[src/rtl/lcm_rst_pkg.sv]
package lcm_rst_pkg;
   typedef enum logic [2:0] {
      ST_IDLE = 3'd0,
      ST_HI1  = 3'd1,
      ST_LO   = 3'd2,
      ST_HI2  = 3'd3,
      ST_DONE = 3'd4
   } seq_st_e;
endpackage

[src/rtl/lcm_tick_div.sv]
// Time-base prescaler: pulses tick_o every TERM enabled cycles, restarted by clr_i.
module lcm_tick_div #(
   parameter int TERM = 2000
) (
   input  logic clk,
   input  logic rst_n,
   input  logic clr_i,
   input  logic en_i,
   output logic tick_o
);
   localparam int CW = (TERM > 1) ? $clog2(TERM) : 1;
   localparam logic [CW-1:0] LAST = CW'(TERM - 1);

   logic [CW-1:0] cnt_q;

   generate
      if (TERM < 2) begin : g_bad
         $error("lcm_tick_div: TERM must be at least 2");
      end
      if ((TERM & (TERM - 1)) == 0) begin : g_pow2
         // counter wraps naturally at the terminal value
         always_ff @(posedge clk or negedge rst_n) begin
            if (!rst_n)      cnt_q <= '0;
            else if (clr_i)  cnt_q <= '0;
            else if (en_i)   cnt_q <= cnt_q + CW'(1);
         end
      end else begin : g_cmp
         always_ff @(posedge clk or negedge rst_n) begin
            if (!rst_n)      cnt_q <= '0;
            else if (clr_i)  cnt_q <= '0;
            else if (en_i)   cnt_q <= (cnt_q == LAST) ? '0 : cnt_q + CW'(1);
         end
      end
   endgenerate

   assign tick_o = en_i && (cnt_q == LAST);

   p_cnt_range_r5: assert property (@(posedge clk) disable iff (!rst_n)
      cnt_q <= LAST);
   p_tick_restart_r5: assert property (@(posedge clk) disable iff (!rst_n)
      clr_i |=> (cnt_q == '0));
endmodule

[src/rtl/lcm_unit_cnt.sv]
// Counts prescaler ticks within one phase; flags the tick that completes it.
module lcm_unit_cnt #(
   parameter int W = 11
) (
   input  logic         clk,
   input  logic         rst_n,
   input  logic         clr_i,
   input  logic         act_i,
   input  logic         tick_i,
   input  logic [W-1:0] len_i,
   output logic         last_o
);
   logic [W-1:0] cnt_q;

   always_ff @(posedge clk or negedge rst_n) begin
      if (!rst_n)       cnt_q <= '0;
      else if (clr_i)   cnt_q <= '0;
      else if (tick_i)  cnt_q <= cnt_q + W'(1);
   end

   assign last_o = tick_i && (cnt_q == (len_i - W'(1)));

   p_unit_range_r6: assert property (@(posedge clk) disable iff (!rst_n)
      (act_i && len_i != '0) |-> (cnt_q < len_i));
endmodule

[src/rtl/lcm_rst_seq.sv]
module lcm_rst_seq #(
   parameter int REF_MHZ   = 200,
   parameter int LEN_W     = 11,
   parameter int FINE_US   = 10,
   parameter int COARSE_US = 100
) (
   input  logic             clk,
   input  logic             rst_n,
   input  logic             start_i,
   input  logic [LEN_W-1:0] len_hi1_i,
   input  logic [LEN_W-1:0] len_lo_i,
   input  logic [LEN_W-1:0] len_hi2_i,
   input  logic             rst_inv_i,
   output logic             lcd_rst_o,
   output logic             busy_o,
   output logic             done_o
);
   import lcm_rst_pkg::*;

   localparam int FINE_TERM   = FINE_US * REF_MHZ;
   localparam int COARSE_TERM = COARSE_US * REF_MHZ;

   generate
      if (REF_MHZ < 1) begin : g_chk_ref
         $error("lcm_rst_seq: REF_MHZ must be positive");
      end
      if (LEN_W < 1 || LEN_W > 16) begin : g_chk_len
         $error("lcm_rst_seq: LEN_W out of range");
      end
      if (FINE_US < 1 || COARSE_US < 1) begin : g_chk_unit
         $error("lcm_rst_seq: unit lengths must be positive");
      end
   endgenerate

   seq_st_e          state_q, state_d;
   logic [LEN_W-1:0] l1_q, l2_q, l3_q;
   logic             accept, restart;
   logic             fine_en, coarse_en, fine_tick, coarse_tick;
   logic             unit_last;
   logic [LEN_W-1:0] len_sel;

   assign accept = start_i && (state_q == ST_IDLE);

   // length capture
   always_ff @(posedge clk or negedge rst_n) begin
      if (!rst_n) begin
         l1_q <= '0;
         l2_q <= '0;
         l3_q <= '0;
      end else if (accept) begin
         l1_q <= len_hi1_i;
         l2_q <= len_lo_i;
         l3_q <= len_hi2_i;
      end
   end

   // phase sequencing with zero-length skip
   always_comb begin
      state_d = state_q;
      case (state_q)
         ST_IDLE: if (start_i) begin
            if      (len_hi1_i != '0) state_d = ST_HI1;
            else if (len_lo_i  != '0) state_d = ST_LO;
            else if (len_hi2_i != '0) state_d = ST_HI2;
            else                      state_d = ST_DONE;
         end
         ST_HI1: if (unit_last) begin
            if      (l2_q != '0) state_d = ST_LO;
            else if (l3_q != '0) state_d = ST_HI2;
            else                 state_d = ST_DONE;
         end
         ST_LO: if (unit_last) begin
            if (l3_q != '0) state_d = ST_HI2;
            else            state_d = ST_DONE;
         end
         ST_HI2:  if (unit_last) state_d = ST_DONE;
         ST_DONE: state_d = ST_IDLE;
         default: state_d = ST_IDLE;
      endcase
   end

   always_ff @(posedge clk or negedge rst_n) begin
      if (!rst_n) state_q <= ST_IDLE;
      else        state_q <= state_d;
   end

   assign restart   = (state_d != state_q);
   assign fine_en   = (state_q == ST_HI1) || (state_q == ST_LO);
   assign coarse_en = (state_q == ST_HI2);

   always_comb begin
      case (state_q)
         ST_HI1:  len_sel = l1_q;
         ST_LO:   len_sel = l2_q;
         ST_HI2:  len_sel = l3_q;
         default: len_sel = '0;
      endcase
   end

   lcm_tick_div #(.TERM(FINE_TERM)) u_fine_div (
      .clk(clk), .rst_n(rst_n), .clr_i(restart), .en_i(fine_en), .tick_o(fine_tick)
   );

   lcm_tick_div #(.TERM(COARSE_TERM)) u_coarse_div (
      .clk(clk), .rst_n(rst_n), .clr_i(restart), .en_i(coarse_en), .tick_o(coarse_tick)
   );

   lcm_unit_cnt #(.W(LEN_W)) u_units (
      .clk(clk), .rst_n(rst_n), .clr_i(restart), .act_i(fine_en | coarse_en),
      .tick_i(fine_tick | coarse_tick), .len_i(len_sel), .last_o(unit_last)
   );

   assign lcd_rst_o = (state_q != ST_LO) ^ rst_inv_i;
   assign busy_o    = (state_q != ST_IDLE);
   assign done_o    = (state_q == ST_DONE);

   p_done_pulse_r8: assert property (@(posedge clk) disable iff (!rst_n)
      done_o |=> (!done_o && !busy_o));
   p_busy_ends_done_r8: assert property (@(posedge clk) disable iff (!rst_n)
      $fell(busy_o) |-> $past(done_o));
   p_start_ignored_r7: assert property (@(posedge clk) disable iff (!rst_n)
      (busy_o && !done_o && start_i && !unit_last) |=> (state_q == $past(state_q)));
   p_low_entry_r3: assert property (@(posedge clk) disable iff (!rst_n)
      $rose(state_q == ST_LO) |-> $past(state_q == ST_HI1 || state_q == ST_IDLE));
   p_hi2_exit_r4: assert property (@(posedge clk) disable iff (!rst_n)
      $fell(state_q == ST_HI2) |-> (state_q == ST_DONE));
   p_skip_hi1_r6: assert property (@(posedge clk) disable iff (!rst_n)
      (state_q == ST_HI1) |-> (l1_q != '0));
   p_skip_lo_r6: assert property (@(posedge clk) disable iff (!rst_n)
      (state_q == ST_LO) |-> (l2_q != '0));
   p_skip_hi2_r6: assert property (@(posedge clk) disable iff (!rst_n)
      (state_q == ST_HI2) |-> (l3_q != '0));
   p_len_hold_r10: assert property (@(posedge clk) disable iff (!rst_n)
      busy_o |=> ($stable(l1_q) && $stable(l2_q) && $stable(l3_q)));
endmodule

[config.mk]
export PLATFORM = sky130hd
export DESIGN_NAME = lcm_rst_seq
export DESIGN_NICKNAME = d
export VERILOG_FILES = /design/src/rtl/lcm_rst_pkg.sv /design/src/rtl/lcm_tick_div.sv /design/src/rtl/lcm_unit_cnt.sv /design/src/rtl/lcm_rst_seq.sv
export SDC_FILE = /design/constraint.sdc
export NUM_CORES = 1
export LEC_CHECK = 0
export ABC_CLOCK_PERIOD_IN_PS = 8800
export CAP_MARGIN = 20
export CORE_MARGIN = 3
export CORE_UTILIZATION = 55
export DETAILED_ROUTE_END_ITERATION = 6
export DONT_BUFFER_PORTS = 1
export PLACE_DENSITY_LB_ADDON = 0.2
export SYNTH_ARGS = -nofsm -noshare
export SYNTH_HDL_FRONTEND = slang
export SYNTH_SLANG_ARGS = --single-unit
[constraint.sdc]
create_clock -name clk -period 8.8 [get_ports clk]
set_clock_uncertainty 0.2 [all_clocks]
set_input_delay 0 -clock clk [delete_from_list [all_inputs] [get_ports clk]]
set_output_delay 0 -clock clk [all_outputs]
set_load 0.005 [all_outputs]
# ---- Word-level counts from Yosys, hierarchy flattened
# Cells that the tools add are included.
dict set report word_totals {
  memories 0
  latch_bits 0
  ff_bits 73
  word_cells 56
  out_inout_bits 3
  ram_bits 0
  romBits 0
  inputBits 37
}
dict set report op_classes {
  reduce_logical 15
  div_mod_pow 0
  eq_ne 9
  n_addsub 4
  n_shift 0
  muxes 19
  bitwise_logic 2
  mul 0
  magnitude_cmp 0
}
# operator n
set op_table {}
lappend op_table {{$mux 11} 5}
lappend op_table {{$reduce_bool 11->1} 5}
lappend op_table {{$mux 15} 3}
lappend op_table {{$pmux 11 s3} 1}
lappend op_table {{$mux 3} 9}
lappend op_table {{$add 11x1->11 const B} 2}
lappend op_table {{$add 15x1->15 const B} 1}
lappend op_table {{$eq 15x15->1 const B} 1}
lappend op_table {{$pmux 3 s4} 1}
lappend op_table {{$eq 11x11->1} 1}
lappend op_table {{$eq 11x11->1 const B} 1}
lappend op_table {{$sub 11x1->11 const B} 1}
lappend op_table {{$eq 3x2->1 const B} 2}
lappend op_table {{$reduce_bool 2->1} 3}
lappend op_table {{$logic_and 1x1->1} 4}
lappend op_table {{$eq 3x1->1 const B} 1}
lappend op_table {{$eq 3x3->1 const B} 1}
lappend op_table {{$logic_not 3->1} 1}
lappend op_table {{$ne 3x2->1 const B} 1}
lappend op_table {{$ne 3x3->1} 1}
lappend op_table {{$reduce_bool 3->1} 1}
lappend op_table {{$logic_or 1x1->1} 1}
lappend op_table {{$or 1x1->1} 1}
lappend op_table {{$xor 1x1->1} 1}

# ---- Longest topological paths before layout
dict set report logic_depth {
  ltp_word 9
  mapped_depth 13
  mapped_depth_nobuf 10
}

# ---- Cells and area by module
# From an unflattened synthesis, not the netlist that was laid out.
dict set report hier_totals {
  cells_unflattened 415
  area_unflattened_um2 4317.9
}
# module seq_area_each_um2 area_each_um2 cells_per_inst n_inst
set modules_own_cells {}
lappend modules_own_cells {lcm_rst_seq 900.9 1948.1 169 1}
lappend modules_own_cells {lcm_unit_cnt 275.3 900.9 100 1}
lappend modules_own_cells {{lcm_tick_div at u_coarse_div} 375.4 844.6 85 1}
lappend modules_own_cells {{lcm_tick_div at u_fine_div} 275.3 624.3 61 1}

# ---- Worst setup path after synthesis
# No wires, ideal clock.
dict set report synth_timing {
  path_type {register to register}
  startpoint {reg state_q[0]}
  endpoint {reg u_units.cnt_q[0]}
  synth_period_minus_slack_ps 3026
  setup_slack_ps 5774
  path_stages_with_launch 12
  setup_time_ps 119
  t_arrival_ps 2706
  required_ps 8481
  n_path_buf 2
  cell_sequence {dfrtp_1 > buf_4 > mux2_4 > a32oi_2 > ha_1 > and3_1 > a21o_1 > nand4_1 > a2111o_1 > o21ai_4 > buf_8 > nor2_2}
}
dict set report synth_between {
  elab_chain_cells 9
  elab_cells_between_ends 20
  cone_classes {add/sub: 1; eq/ne: 5; mux: 7; bitwise: 1; reduce/logical: 6}
}
# item line
set synth_lines {}
lappend synth_lines {{start, declared} lcm_rst_seq.sv:35} ;# seq_st_e state_q, state_d;
lappend synth_lines {{start signal, assigned} lcm_rst_seq.sv:84} ;# else state_q <= state_d;
lappend synth_lines {{$eq 3x2->1 (tied with other cells)} {lcm_rst_seq.sv:60, lcm_rst_seq.sv:89, lcm_rst_seq.sv:92}}
lappend synth_lines {{$pmux 11 s3 or $logic_or 1x1->1 (tied branches)} {lcm_rst_seq.sv:92, lcm_rst_seq.sv:88}}
lappend synth_lines {{$sub 11x1->11 or $logic_and 1x1->1 (tied branches)} {lcm_unit_cnt.sv:21, lcm_tick_div.sv:36}}
lappend synth_lines {{$eq 11x11->1 or $or 1x1->1 (tied branches)} {lcm_unit_cnt.sv:21, lcm_rst_seq.sv:110}}
lappend synth_lines {{$logic_and 1x1->1} lcm_unit_cnt.sv:21} ;# assign last_o = tick_i && (cnt_q == (len_i - W'(1)));
lappend synth_lines {{$mux 3, on equally long branches} {lcm_rst_seq.sv:76, lcm_rst_seq.sv:67, lcm_rst_seq.sv:72}}
lappend synth_lines {{$pmux 3 s4} lcm_rst_seq.sv:60} ;# case (state_q)
lappend synth_lines {{$ne 3x3->1} lcm_rst_seq.sv:87} ;# assign restart = (state_d != state_q);
lappend synth_lines {{$mux 11 or $reduce_bool 2->1 (tied branches)} n/a}
lappend synth_lines {{end signal, assigned} lcm_unit_cnt.sv:18} ;# else if (tick_i) cnt_q <= cnt_q + W'(1);
lappend synth_lines {{end, declared} lcm_unit_cnt.sv:13} ;# logic [W-1:0] cnt_q;
# Several ways; a longest one is shown, not always the timed one.
# A chain may end at the register's enable or synchronous reset.

# ---- Worst setup path in the final report
dict set report layout_timing {
  startpoint {reg state_q[0]}
  endpoint {reg u_fine_div.cnt_q[0]}
}
dict set report layout_between {
  elab_chain_cells 9
  elab_cells_between_ends 20
  cone_classes {add/sub: 1; eq/ne: 5; mux: 7; bitwise: 1; reduce/logical: 6}
}
# item line
set layout_lines {}
lappend layout_lines {{$eq 3x2->1 (tied with other cells)} {lcm_rst_seq.sv:60, lcm_rst_seq.sv:89, lcm_rst_seq.sv:92}}
lappend layout_lines {{$pmux 11 s3 or $logic_or 1x1->1 (tied branches)} {lcm_rst_seq.sv:92, lcm_rst_seq.sv:88}}
lappend layout_lines {{$sub 11x1->11 or $logic_and 1x1->1 (tied branches)} {lcm_unit_cnt.sv:21, lcm_tick_div.sv:36}}
lappend layout_lines {{$eq 11x11->1 or $or 1x1->1 (tied branches)} {lcm_unit_cnt.sv:21, lcm_rst_seq.sv:110}}
lappend layout_lines {{$logic_and 1x1->1} lcm_unit_cnt.sv:21}
lappend layout_lines {{$mux 3, on equally long branches} {lcm_rst_seq.sv:76, lcm_rst_seq.sv:67, lcm_rst_seq.sv:72}}
lappend layout_lines {{$pmux 3 s4} lcm_rst_seq.sv:60}
lappend layout_lines {{$ne 3x3->1} lcm_rst_seq.sv:87}
lappend layout_lines {{$mux 11 or $reduce_bool 2->1 (tied branches)} n/a}
lappend layout_lines {{end signal, assigned} lcm_tick_div.sv:31} ;# else if (en_i) cnt_q <= (cnt_q == LAST) ? '0 : cnt_q + CW'(1);
lappend layout_lines {{end, declared} lcm_tick_div.sv:14} ;# logic [CW-1:0] cnt_q;
# Several ways; a longest one is shown, not always the timed one.

==> results.yml <==
status:
  outcome: "finished, final reports clean"
sta:
  hold_viol: 0
  tns_ns: 0
  max_freq_mhz: 236
  slew_headroom_pct: 29.3
  drv_slew: 0
  setup_viol_count_final: 0
  period_needed_ns: 4.23
  tightest_slew_ns: 1.06
  post-route-period-util_pct: 48.1
  rsz0062_at_grt: "no"
cts:
  cts_resized: 0
  clockBufferDepth: 2
  clock_sinks: 73
  ctsRootBufferMaster: "clkbuf_8"
  clk_latency_ns: 0.36
  htree_levels: 3
  cts_tree: "yes"
  cts_buffers: 9
  path_clk_slew_ns: 0.08
worst_setup_path:
  endpoint_kind: "flip-flop"
  r2r-start: "state_q[0]"
  cp-start-kind: "flip-flop"
  cp.required_ns: 8.80
  worst-path-max-fanout: 30
  critPathLaunch: "state_q[0]"
  arrival_ns: 4.24
  worstSetupPathType: "flip-flop to flip-flop"
global_routing:
  grt_max_degree: 39
  grtUsageTotal_pct: 28.1
  antenna_found_initial: 0
  grt_pass1_vias: 3936
  grt_overflow: 0
  grt_pass1_wl_um: 19600
hold_path:
  hold_class: "input port to flip-flop"
  min_from: "len_lo_i[5]"
pwr:
  peakVddDrop_uv: 211
  total_power_mw: 1.38
  p_leak_nw: 2.48
  pwr_density_cell_nw_per_um2: 256
final_layout:
  drive_above_1_share_pct: 9.31
  instances_no_fill: 668
  area_delta_synth_final_pct: 22.4
  antenna_cells: 0
  finish.utilization_pct: 71.8
  final_nets: 605
  fillers: 535
die:
  die_y_um: 95.4
  fp.coreArea_um2: 7490
  dieArea_um2: 9090
  io-pin-count: 40
  rows: 31
  initial_utilization_pct: 58.7
  die_w_um: 95.4
logic_synthesis:
  netlist.area_leader.share_pct: 41.6
  synth_enable_flop_cells: 0
  synth_area_leaders: "dfrtp_1 42%, nand2_1 11%, xor2_1 4.2%, xnor2_1 3.0%, nor2_1 2.6%"
  yosysMostFrequentCell: "nand2_1"
  syn_nets: 540
  syn_area_per_cell_um2: 8.80
  synth-main-ff-cell: "dfrtp_1"
  netlist_instances: 499
  yosysWarnings: 0
  synth_cell_types: 62
  seq_area_frac_synth_pct: 41.6
  yosys.area.top_type: "dfrtp_1"
  ys_async_sr_fraction_pct: 100
  synthTopCellsByCount: "125 x nand2_1, 73 x dfrtp_1, 31 x nor2_1, 21 x nor3_1, 21 x xor2_1"
  synth_area_um2: 4390
  ys_ff_latch: 73
routing:
  drt_wl_total_um: 11700
  ant_nets: 0
  wl_per_cell_um: 17.6
  drt-initial-drc-count: 341
  via_per_inst: 6.03
  drc_errors: 0
  routed-via-count: 4025
  dr.pass1.iters: 5
placed_design:
  hpwl_um: 7150
  portBuffers: 0
  placed_cells: 580
  routabilityCongestion: 0.860
flow_run:
  drv_cap: 0
## cells by family after synthesis
family          after synthesis  share of synthesized area, %
simple gates                280                          30.9
flops                        73                          41.6
compound gates               64                          12.0
xor+xnor                     37                          7.55
buf+inv                      26                          3.13
mux                          15                          3.73
fa+ha+maj                     4                          1.14
## placed cells by master, fill, tap and decap left out, types with 3 or more instances in the layout
| cell type | netlist | layout |
|---|---|---|
| nor4_1 | 15 | 15 |
| inv_1 | 5 | 5 |
| clkinv_2 | 0 | 3 |
| nor3_1 | 21 | 21 |
| nand3_1 | 18 | 18 |
| clkbuf_8 | 0 | 9 |
| a21oi_1 | 18 | 18 |
| a211oi_2 | 5 | 5 |
| a211o_1 | 3 | 3 |
| nor3_2 | 4 | 4 |
| and2_1 | 5 | 5 |
| dfrtp_1 | 73 | 73 |
| and4_1 | 6 | 6 |
| ha_1 | 4 | 4 |
| nand2b_1 | 5 | 5 |
| and3_1 | 13 | 13 |
| mux2i_1 | 10 | 10 |
| nor2b_1 | 3 | 3 |
| dlygate4sd3_1 | 0 | 70 |
| o21ai_0 | 8 | 8 |
| a32oi_2 | 3 | 3 |
| nor2_2 | 11 | 11 |
| nor3b_1 | 5 | 5 |
| nand4_1 | 12 | 12 |
| xor2_1 | 21 | 21 |
| nor2_1 | 31 | 31 |
| xnor2_1 | 15 | 15 |
| a32o_1 | 3 | 3 |
| nand2_1 | 125 | 125 |
## registers in the layout (all words and copies together), names as in the netlist
signal	cells
l1_q	11
l2_q	11
l3_q	11
state_q	3
u_coarse_div.cnt_q	15
u_fine_div.cnt_q	11
u_units.cnt_q	11
## stage by stage
stage               hold slack (ns)  instance area, um2  setup WS, ns
floorplan                    -0.496                4390          5.77
global placement             -0.494                4420          4.76
detailed placement           -0.494                4420          4.62
CTS                           0.265                5370          4.60
global route                  0.304                5370          4.28
finish                        0.288                5370          4.57
## per-layer routing
| metal | global-route usage, % | vias up | share of wire (%) |
|---|---|---|---|
| met3 | 4.81 | 22 | 5.6 |
| met4 | 9.25 | 0 | 2.0 |
| li1 | - | 1895 | - |
| met2 | 45.1 | 153 | 46 |
| met1 | 38.5 | 1955 | 46 |
| met5 | 0 | - | 0 |
## critical path, stage by stage, from the launching register on
cell and delay, ns:
dfrtp_1 1.05, nor2b_1 0.55, a32oi_2 0.23, ha_1 0.31, xor2_1 0.15, mux2i_1 0.08, o211ai_1 0.12, nand4_1 0.12
a2111o_1 0.50, nor3_2 0.62, nor3_1 0.13
## repair_timing
| item | in CTS | in global routing |
|---|---|---|
| hold buffers | 72 | 0 |
| endpoints found under the setup margin | 0 | 0 |
| buffers inserted | 0 | 0 |
| endpoints found under the hold margin | 111 | 0 |
## path summary, 6_finish.rpt
| kind | end | slack [ns] | cells after the start |
|---|---|---|---|
| worst max register to register | u_fine_div.cnt_q[0] | 4.57 | 10 |
| worst min register to register | u_coarse_div.cnt_q[11] | 0.36 | 2 |
| worst min-delay path | state_q[2] | 0.29 | 4 |
| min in group asynchronous | l1_q[6] | 0.49 | 3 |
| max in group asynchronous | l2_q[3] | 7.47 | 4 |
| worst max-delay path | u_fine_div.cnt_q[0] | 4.57 | 10 |
## report_power, final
group	leakage [nW]	total (mW)	switching (mW)	internal, mW
Sequential	0.956	0.520	0.0987	0.421
Combinational	1.41	0.571	0.281	0.291
Clock	0.106	0.287	0.129	0.158
Total	2.48	1.38	0.508	0.870
## final cells by class
class | instances | area [um2] | area share [%]
Clock buffer | 10 | 128 | 2.37
Clock inverter | 6 | 82.6 | 1.54
Inverter | 6 | 22.5 | 0.419
Multi-Input combinational cell | 400 | 2430 | 45.2
Sequential cell | 73 | 1830 | 34.0
Tap cell | 99 | 124 | 2.31
Timing Repair Buffer | 74 | 763 | 14.2
Power figures use the tool's default switching activity.
